==> src/rtl/wm_pkg.sv <==
package wm_pkg;

   typedef enum logic [2:0] {
      ST_IDLE  = 3'd0,
      ST_FETCH = 3'd1,
      ST_WAIT  = 3'd2,
      ST_DIV   = 3'd3,
      ST_DONE  = 3'd4
   } wm_state_t;

   typedef enum logic {
      OP_CHAIN = 1'b0,
      OP_PAIR  = 1'b1
   } wm_op_t;

endpackage

==> src/rtl/wm_divstep.sv <==
module wm_divstep #(
   parameter int W = 16
) (
   input  logic         clk,
   input  logic         rst_n,
   input  logic         go,
   input  logic [W-1:0] num_hi,
   input  logic [W-1:0] num_lo,
   input  logic [W-1:0] den,
   output logic         active,
   output logic         fin,
   output logic [W-1:0] quo,
   output logic [W-1:0] rem
);
   localparam int CW = $clog2(W + 1);

   logic [W-1:0]  r_q, q_q, d_q;
   logic [CW-1:0] cnt_q;
   logic          act_q, fin_q;
   logic [W:0]    trial, diff;
   logic          fits;

   if (W < 2) begin : g_bad_w
      $error("wm_divstep: W must be at least 2");
   end

   always_comb begin
      trial = {r_q, q_q[W-1]};
      diff  = trial - {1'b0, d_q};
      fits  = (trial >= {1'b0, d_q});
   end

   always_ff @(posedge clk or negedge rst_n) begin
      if (!rst_n) begin
         r_q   <= '0;
         q_q   <= '0;
         d_q   <= '0;
         cnt_q <= '0;
         act_q <= 1'b0;
         fin_q <= 1'b0;
      end else begin
         fin_q <= 1'b0;
         if (go) begin
            r_q   <= num_hi;
            q_q   <= num_lo;
            d_q   <= den;
            cnt_q <= CW'(W);
            act_q <= 1'b1;
         end else if (act_q) begin
            r_q   <= fits ? diff[W-1:0] : trial[W-1:0];
            q_q   <= {q_q[W-2:0], fits};
            cnt_q <= cnt_q - 1'b1;
            if (cnt_q == CW'(1)) begin
               act_q <= 1'b0;
               fin_q <= 1'b1;
            end
         end
      end
   end

   assign active = act_q;
   assign fin    = fin_q;
   assign quo    = q_q;
   assign rem    = r_q;


   rem_below_den_chk: assert property (@(posedge clk) disable iff (!rst_n)
      fin |-> (rem < d_q));


   no_restart_chk: assert property (@(posedge clk) disable iff (!rst_n)
      go |-> !act_q);

endmodule

==> src/rtl/wm_addrgen.sv <==
module wm_addrgen #(
   parameter int AW = 16,
   parameter int LW = 16
) (
   input  logic          clk,
   input  logic          rst_n,
   input  logic          load,
   input  logic [AW-1:0] base,
   input  logic [LW-1:0] len,
   input  logic          dec,
   output logic [AW-1:0] addr,
   output logic          last
);
   logic [AW-1:0] base_q;
   logic [LW-1:0] idx_q;

   if (LW > AW) begin : g_bad_lw
      $error("wm_addrgen: LW must not exceed AW");
   end

   always_ff @(posedge clk or negedge rst_n) begin
      if (!rst_n) begin
         base_q <= '0;
         idx_q  <= '0;
      end else if (load) begin
         base_q <= base;
         idx_q  <= len - 1'b1;
      end else if (dec) begin
         idx_q  <= idx_q - 1'b1;
      end
   end

   assign addr = base_q + AW'(idx_q);
   assign last = (idx_q == '0);


   idx_no_wrap_chk: assert property (@(posedge clk) disable iff (!rst_n)
      dec |-> (idx_q != '0));

endmodule

==> src/rtl/wordmod_unit.sv <==
module wordmod_unit #(
   parameter int W      = 16,
   parameter int AW     = 16,
   parameter int LW     = 16,
   parameter int RD_LAT = 1
) (
   input  logic            clk,
   input  logic            rst_n,
   input  logic            start,
   input  logic            mode,
   input  logic [AW-1:0]   base_addr,
   input  logic [LW-1:0]   len,
   input  logic [W-1:0]    divisor,
   input  logic [W-1:0]    num_hi,
   input  logic [W-1:0]    num_lo,
   output logic            mem_rd,
   output logic [AW-1:0]   mem_addr,
   input  logic [W-1:0]    mem_rdata,
   output logic            busy,
   output logic            done,
   output logic [2*W-1:0]  rem_out,
   output logic [W-1:0]    quot_out,
   output logic            err_div0,
   output logic            err_ovf
);
   import wm_pkg::*;

   localparam int RW = 2 * W;

   if (RD_LAT < 1) begin : g_bad_lat
      $error("wordmod_unit: RD_LAT must be at least 1");
   end

   wm_state_t     st_q;
   wm_op_t        op_q;
   logic [W-1:0]  dv_q, run_q, quot_q;
   logic [RW-1:0] rem_q;
   logic          e0_q, eo_q;

   logic          idle, accept, go, fin, last, ag_load, ag_dec, rvalid;
   logic [W-1:0]  dq_quo, dq_rem, d_hi, d_lo, d_den;
   logic          dq_active;

   // read-data valid tracker, one stage per cycle of read latency
   logic [RD_LAT-1:0] vld_q;
   for (genvar i = 0; i < RD_LAT; i++) begin : g_vld
      if (i == 0) begin : g_first
         always_ff @(posedge clk or negedge rst_n) begin
            if (!rst_n) vld_q[0] <= 1'b0;
            else        vld_q[0] <= mem_rd;
         end
      end else begin : g_next
         always_ff @(posedge clk or negedge rst_n) begin
            if (!rst_n) vld_q[i] <= 1'b0;
            else        vld_q[i] <= vld_q[i-1];
         end
      end
   end
   assign rvalid = vld_q[RD_LAT-1];

   always_comb begin
      idle    = (st_q == ST_IDLE);
      accept  = idle && start;
      go      = (accept && mode && (divisor != '0) && (num_hi < divisor)) ||
                ((st_q == ST_WAIT) && rvalid);
      d_hi    = idle ? num_hi  : run_q;
      d_lo    = idle ? num_lo  : mem_rdata;
      d_den   = idle ? divisor : dv_q;
      ag_load = accept && !mode;
      ag_dec  = (st_q == ST_DIV) && fin && (op_q == OP_CHAIN) && !last;
   end

   wm_divstep #(.W(W)) i_div (
      .clk    (clk),
      .rst_n  (rst_n),
      .go     (go),
      .num_hi (d_hi),
      .num_lo (d_lo),
      .den    (d_den),
      .active (dq_active),
      .fin    (fin),
      .quo    (dq_quo),
      .rem    (dq_rem)
   );

   wm_addrgen #(.AW(AW), .LW(LW)) i_addr (
      .clk   (clk),
      .rst_n (rst_n),
      .load  (ag_load),
      .base  (base_addr),
      .len   (len),
      .dec   (ag_dec),
      .addr  (mem_addr),
      .last  (last)
   );

   always_ff @(posedge clk or negedge rst_n) begin
      if (!rst_n) begin
         st_q   <= ST_IDLE;
         op_q   <= OP_CHAIN;
         dv_q   <= '0;
         run_q  <= '0;
         quot_q <= '0;
         rem_q  <= '0;
         e0_q   <= 1'b0;
         eo_q   <= 1'b0;
      end else begin
         unique case (st_q)
            ST_IDLE: if (start) begin
               op_q   <= wm_op_t'(mode);
               dv_q   <= divisor;
               run_q  <= '0;
               quot_q <= '0;
               rem_q  <= '0;
               e0_q   <= 1'b0;
               eo_q   <= 1'b0;
               if (divisor == '0) begin
                  e0_q <= 1'b1;
                  st_q <= ST_DONE;
               end else if (mode) begin
                  if (num_hi >= divisor) begin
                     eo_q <= 1'b1;
                     st_q <= ST_DONE;
                  end else begin
                     st_q <= ST_DIV;
                  end
               end else if (len == '0) begin
                  st_q <= ST_DONE;
               end else begin
                  st_q <= ST_FETCH;
               end
            end
            ST_FETCH: st_q <= ST_WAIT;
            ST_WAIT:  if (rvalid) st_q <= ST_DIV;
            ST_DIV: if (fin) begin
               if (op_q == OP_PAIR) begin
                  quot_q <= dq_quo;
                  rem_q  <= RW'(dq_rem);
                  st_q   <= ST_DONE;
               end else begin
                  run_q <= dq_rem;
                  if (last) begin
                     rem_q <= RW'(dq_rem);
                     st_q  <= ST_DONE;
                  end else begin
                     st_q <= ST_FETCH;
                  end
               end
            end
            ST_DONE: st_q <= ST_IDLE;
            default: st_q <= ST_IDLE;
         endcase
      end
   end

   assign mem_rd   = (st_q == ST_FETCH);
   assign busy     = !idle;
   assign done     = (st_q == ST_DONE);
   assign rem_out  = rem_q;
   assign quot_out = quot_q;
   assign err_div0 = e0_q;
   assign err_ovf  = eo_q;


   done_pulse_chk: assert property (@(posedge clk) disable iff (!rst_n)
      done |=> !done);


   div0_at_done_chk: assert property (@(posedge clk) disable iff (!rst_n)
      $rose(err_div0) |-> done);


   div0_no_read_chk: assert property (@(posedge clk) disable iff (!rst_n)
      mem_rd |-> !err_div0);


   ovf_at_done_chk: assert property (@(posedge clk) disable iff (!rst_n)
      $rose(err_ovf) |-> (done && !mem_rd));


   rem_upper_zero_chk: assert property (@(posedge clk) disable iff (!rst_n)
      done |-> (rem_out[RW-1:W] == '0));

endmodule

==> config.mk <==
export PLATFORM = sky130hd
export DESIGN_NAME = wordmod_unit
export DESIGN_NICKNAME = d
export VERILOG_FILES = /design/src/rtl/wm_pkg.sv /design/src/rtl/wm_divstep.sv /design/src/rtl/wm_addrgen.sv /design/src/rtl/wordmod_unit.sv
export SDC_FILE = /design/constraint.sdc
export NUM_CORES = 1
export LEC_CHECK = 0
export ABC_CLOCK_PERIOD_IN_PS = 4900
export BUFFER_PORTS_ARGS = -buffer_cell sky130_fd_sc_hd__buf_4
export CAP_MARGIN = 5
export CORE_ASPECT_RATIO = 0.9
export CORE_MARGIN = 2
export CORE_UTILIZATION = 57
export CTS_CLUSTER_DIAMETER = 50
export CTS_CLUSTER_SIZE = 10
export DETAILED_ROUTE_END_ITERATION = 10
export PLACE_DENSITY = 0.91
export REMOVE_ABC_BUFFERS = 1
export SYNTH_ARGS = -nofsm -noshare
export SYNTH_HDL_FRONTEND = slang
export SYNTH_HIERARCHICAL = 1
export SYNTH_SLANG_ARGS = --single-unit
==> constraint.sdc <==
create_clock -name clk -period 4.9 [get_ports clk]
set_clock_uncertainty 0.2 [all_clocks]
set_input_delay 0.49 -clock clk [delete_from_list [all_inputs] [get_ports clk]]
set_output_delay 0.49 -clock clk [all_outputs]
set_load 0.01 [all_outputs]
* Word-level counts from Yosys, hierarchy flattened *
Index checks and enable logic that the tools add are counted.

storage, ports and cells
  flip-flop bits (word level) = 174
  bits in latches = 0
  RAM bits = 0
  ROM bits = 0
  input bits = 100
  output and inout port bits = 69
  word-level logic and storage cells = 107
  memories kept = 0

cells by class
  add/sub/neg operators = 5
  $mul = 0
  divide/modulo/power cells = 0
  order comparisons = 3
  equal/unequal tests = 11
  shift-type cells = 0
  multiplexer cells = 44
  bitwise operators = 1
  reductions and logical operators = 26

operators with widths
  kind                   count
  $mux 16                15
  $mux 32                4
  $pmux 16 s2            2
  $pmux 32 s2            1
  $logic_not 16->1       3
  $sub 16x1->16 const B  2
  $mux 3                 9
  $ge 17x16->1           1
  $add 16x16->16         1
  $ge 16x16->1           1
  $lt 16x16->1           1
  $reduce_bool 16->1     1
  $sub 16x16->16         1
  $pmux 3 s4             1
  $reduce_and 4->1       3
  $mux 1                 10
  $mux 5                 2
  $logic_and 1x1->1      9
  $ne 2x2->1 const B     4
  $eq 3x2->1 const B     2
  $reduce_bool 2->1      3
  $eq 5x1->1 const B     1
  $sub 5x1->5 const B    1
  $eq 3x1->1 const B     1
  9 further kinds        11

* Longest topological paths before layout *
  depth after elaboration = 7
  depth in mapped cells = 14
  depth with buffers taken out = 11

* Cells and area by module *
The synthesis kept the hierarchy.

modules (own cells, without submodules)
  module        instances  cells an instance  area each (µm²)  seq. area each (µm²)
  wordmod_unit  1          528                3,993.8          1,776.7
  wm_divstep    1          360                3,294.4          1,376.3
  wm_addrgen    1          275                2,648.8          800.8

* Worst setup path after synthesis *
OpenSTA, ideal clock, no wires.

  path type = register to register
  start = register st_q[0]
  end = register i_addr.idx_q[14]
  library setup time = 0.125 ns
  data arrival time = 3.738 ns
  data required time = 4.575 ns
  setup slack = 0.837 ns
  stages on the path, launching flop included = 15
  buffers on the path = 4
  clock period less this slack = 4.063 ns
  cells stage by stage = dfrtp_1 > nor3_4 > nand2_1 > nor2_1 > buf_6 > buf_2 > buf_2 > buf_1 > mux2i_1 > ha_1 > nor4b_2 > o22ai_2 > nor4_1 > xor2_1 > mux2_2

between the ends
  elaborated cells between the ends (all ways) = 9
  those cells by class = eq/ne (1); mux (1); reduce/logical (7)

RTL lines
  item                                                 RTL line             source
  from (decl)                                          wordmod_unit.sv:34   wm_state_t st_q;
  from (signal assigned)                               wordmod_unit.sv:99   st_q <= ST_IDLE;
  from (signal assigned)                               wordmod_unit.sv:119  st_q <= ST_DONE;
  from (signal assigned)                               wordmod_unit.sv:123  st_q <= ST_DONE;
  $logic_not 3->1 (*)                                  wordmod_unit.sv:62   idle = (st_q == ST_IDLE);
  $logic_and 1x1->1 (*)                                wordmod_unit.sv:63   accept = idle && start;
  $logic_and 1x1->1 (*)                                wordmod_unit.sv:69   ag_load = accept && !mode;
  net ag_load                                          wordmod_unit.sv:40   logic idle, accept, go, fin, last, ag_load, ag_dec, rvalid;
  $mux 16 / $reduce_bool 2->1 (equally long branches)  --
  to (signal assigned)                                 wm_addrgen.sv:27     idx_q <= len - 1'b1;
  to (signal assigned)                                 wm_addrgen.sv:29     idx_q <= idx_q - 1'b1;
  to (decl)                                            wm_addrgen.sv:15     logic [LW-1:0] idx_q;

The timed path passes the listed nets; every way through them passes the cells marked *.
A chain may end at the register's enable or synchronous reset.

* Worst setup path in the final report *
  start = register st_q[0]
  end = register i_addr.idx_q[15]

The elaborated chain is that of the path after synthesis.

==> metrics.yaml <==
run_status:
  status: "finished clean"
cells_and_area:
  fillers: 1293
  stdcell_count: 1533
  final_cell_mix: "nand2_1 (282), buf_4 (162), dfrtp_1 (158)"
  diodes: 0
  area_growth_pct: 18.50
  drive_above_1_share_pct: 17.95
  layout_commonest_cell: "nand2_1"
  nets: 1437
cts:
  clk_path_buf_depth: 2
  cts_setup_buffers: 0
  cts.sinks: 158
  h-tree-depth: 4
  numCtsBuffers: 17
  clk_latency_ns: 0.43
  tritoncts: "built"
  clock-root-buffer: "clkbuf_16"
  clkTransAtPathRegs_ns: 0.06
power:
  p_sw_share_pct: 41.92
  power_frac_comb_pct: 53.0
  finalPower_w: 0.008077
  powerDensity_nw_per_um2: 685.9
  seqPwrFrac_pct: 29.7
  clkPwrFrac_pct: 17.3
  p_int_w: 0.004691
  power.leakage_nw: 5.571
  peakVddDrop_v: 0.0003905
  switching_power_w: 0.003386
critical_path:
  start_kind: "flop"
  critPathTopFamily: "buffers and inverters"
  critical_path_class: "reg2reg"
  worst_path_max_delay_cell: "buf_4"
  crit_chain: "nor3_4 -> buf_4 -> nand2_2 -> nor2_4 -> buf_4 -> nor4b_1 -> a22oi_1 -> a2111oi_2 -> xnor2_1 -> mux2i_1"
  crit_top_cell: "buf_4"
  path_buf_inv: 2
  worst_ep_arrival_time_ns: 3.69
  path_max_fanout: 53
  slowest_delay_ns: 0.57
  worstPathRequired_ns: 4.98
  end_kind: "flop"
routing:
  first_iter_violations: 986
  viasPerCell: 5.849
  route.detailed.drc: 0
  avgRoutedWirePerCell_um: 17.14
  dr.pass1.iters: 8
  wl_um: 26270
  antenna_left: 0
  num_vias: 8967
synth:
  yosysWarnings: 6
  yosysTopAreaCell: "dfrtp_1"
  synth_edf_count: 0
  synthFlopType: "dfrtp_1"
  ys_top_cells_by_area: "dfrtp_1 (40%), nand2_1 (11%), ha_1 (6.3%)"
  synth.top_cell.area_share_pct: 39.79
  yosysSeqAreaShare_pct: 39.79
  async_flop_share_pct: 100.0
  synthCells: 1163
  syn_area_um2: 9937
  syn_avg_cell_area_um2: 8.544
  ys_seq_elements: 158
  synthDistinctLibCells: 74
sta:
  setup_viol: 0
  hold_viol: 0
  rsz0062_at_grt: "false"
  fin_crit_ns: 3.606
  max_slew_margin_pct: 20.39
  tightest_slew_ns: 1.194
  fmax_mhz: 277.3
  slew_violations: 0
  fin_crit_sh_pct: 73.59
hold_path:
  hold_class: "in2reg"
die:
  die_w_um: 143.2
  fp.coreArea_um2: 16950
  fp.dieH_um: 129.3
  initial_core_util_pct: 58.63
  dieArea_um2: 18510
  io-pin-count: 169
  num_rows: 45
job:
  maxCapViolCount: 0
placed_design:
  dp.cells: 1500
  gp_congestion: 0.9165
  place.port_buffers: 152
  place_hpwl_um: 18180
global_routing:
  grt_start_max_net_pins: 86
  grt-ovfl-total: 0
  grt_antenna_before_repair: 0
  track_usage_pct: 29.25
  grt_pass1_vias: 8733
  grt_pass1_wl_um: 42950
stage by stage:
step | area [µm²] | utilization, % | hold WS [ns] | worst slack, ns | TNS [ns]
after detailed placement | 11140 | 65.74 | 0.2655 | 1.165 | 0
final | 11780 | 69.48 | 0.09323 | 1.294 | 0
after floorplan | 9598 | - | -0.005591 | -1.948 | -111.64
after global placement | 11140 | 65.74 | 0.2612 | 1.254 | 0
after global routing | 11780 | 69.48 | 0.08122 | 1.077 | 0
after CTS | 11780 | 69.48 | 0.07882 | 1.301 | 0
logic make-up (layout without fill, tap and decap cells):
| group | count (synthesis) | count (layout) | synth area share (%) |
|---|---|---|---|
| AOI/OAI and AO/OA | 264 | 264 | 15.79 |
| buffers and inverters | 121 | 241 | 5.678 |
| muxes | 59 | 59 | 6.170 |
| DFF | 158 | 158 | 39.79 |
| other | 1 | 16 | 0.03774 |
| xor gates and xnor gates | 58 | 58 | 5.112 |
| adders and majority gates | 52 | 52 | 6.699 |
| and+or+nand+nor | 450 | 450 | 20.73 |
synthesized netlist by cell type (all sizes together), types with 19 or more instances:
cell and number:
a21oi 57, dfrtp 158, inv 44, buf 39, nor2 34, nor4 19, xnor2 36, xor2 22
nor3 19, nand2 284, mux2i 41, nand3 37, o21ai 135, ha 50, clkbuf 37
path summary, 6_finish.rpt:
kind	endpoint	from	cells after the start	slack [ns]
setup / recovery	i_addr/idx_q[15]	st_q[0]	10	1.29
hold / removal	i_addr/idx_q[0]	len[0]	2	0.09
setup reg to reg	i_addr/idx_q[15]	st_q[0]	10	1.29
hold reg to reg	dv_q[8]	dv_q[8]	2	0.28
max in group asynchronous	i_addr/base_q[2]	rst_n	3	2.96
min in group asynchronous	rem_out[7]	rst_n	2	0.50
power groups by stage:
stage                     Sequential [W]  Clock (W)  Combinational [W]
after floorplan                  0.00234          0            0.00287
after global placement           0.00236          0            0.00401
after detailed placement         0.00240          0            0.00417
after CTS                        0.00239    0.00141            0.00423
after global routing             0.00247    0.00147            0.00473
final                            0.00240    0.00140            0.00428
cell type report:
| cell class | instances | area [µm²] | area share, % |
|---|---|---|---|
| Multi-Input combinational cell | 899 | 5498 | 46.69 |
| Sequential cell | 158 | 3954 | 33.58 |
| Timing Repair Buffer | 164 | 1237 | 10.51 |
| Clock buffer | 27 | 523.0 | 4.442 |
| Tap cell | 235 | 294.0 | 2.497 |
| Inverter | 45 | 168.9 | 1.434 |
| Clock inverter | 5 | 100.1 | 0.8501 |
layer usage:
metal / wire (µm) / part of all wire [%] / global-route usage, % / up-vias
li1: - / - / - / 4253
met1: 11090 / 42 / 38.89 / 4247
met2: 12560 / 48 / 48.75 / 410
met3: 1949 / 7.4 / 4.804 / 57
met4: 669 / 2.5 / 10.66 / 0
met5: 0 / 0 / 0 / -
what timing repair did:
item | 4_1_cts | 5_1_grt
setup endpoints to repair | 0 | 0
resized for setup | 0 | 0
hold buffers | 1 | 0
endpoints found under the hold margin | 83 | 0
Note: power is estimated with default switching activity, not from simulation.
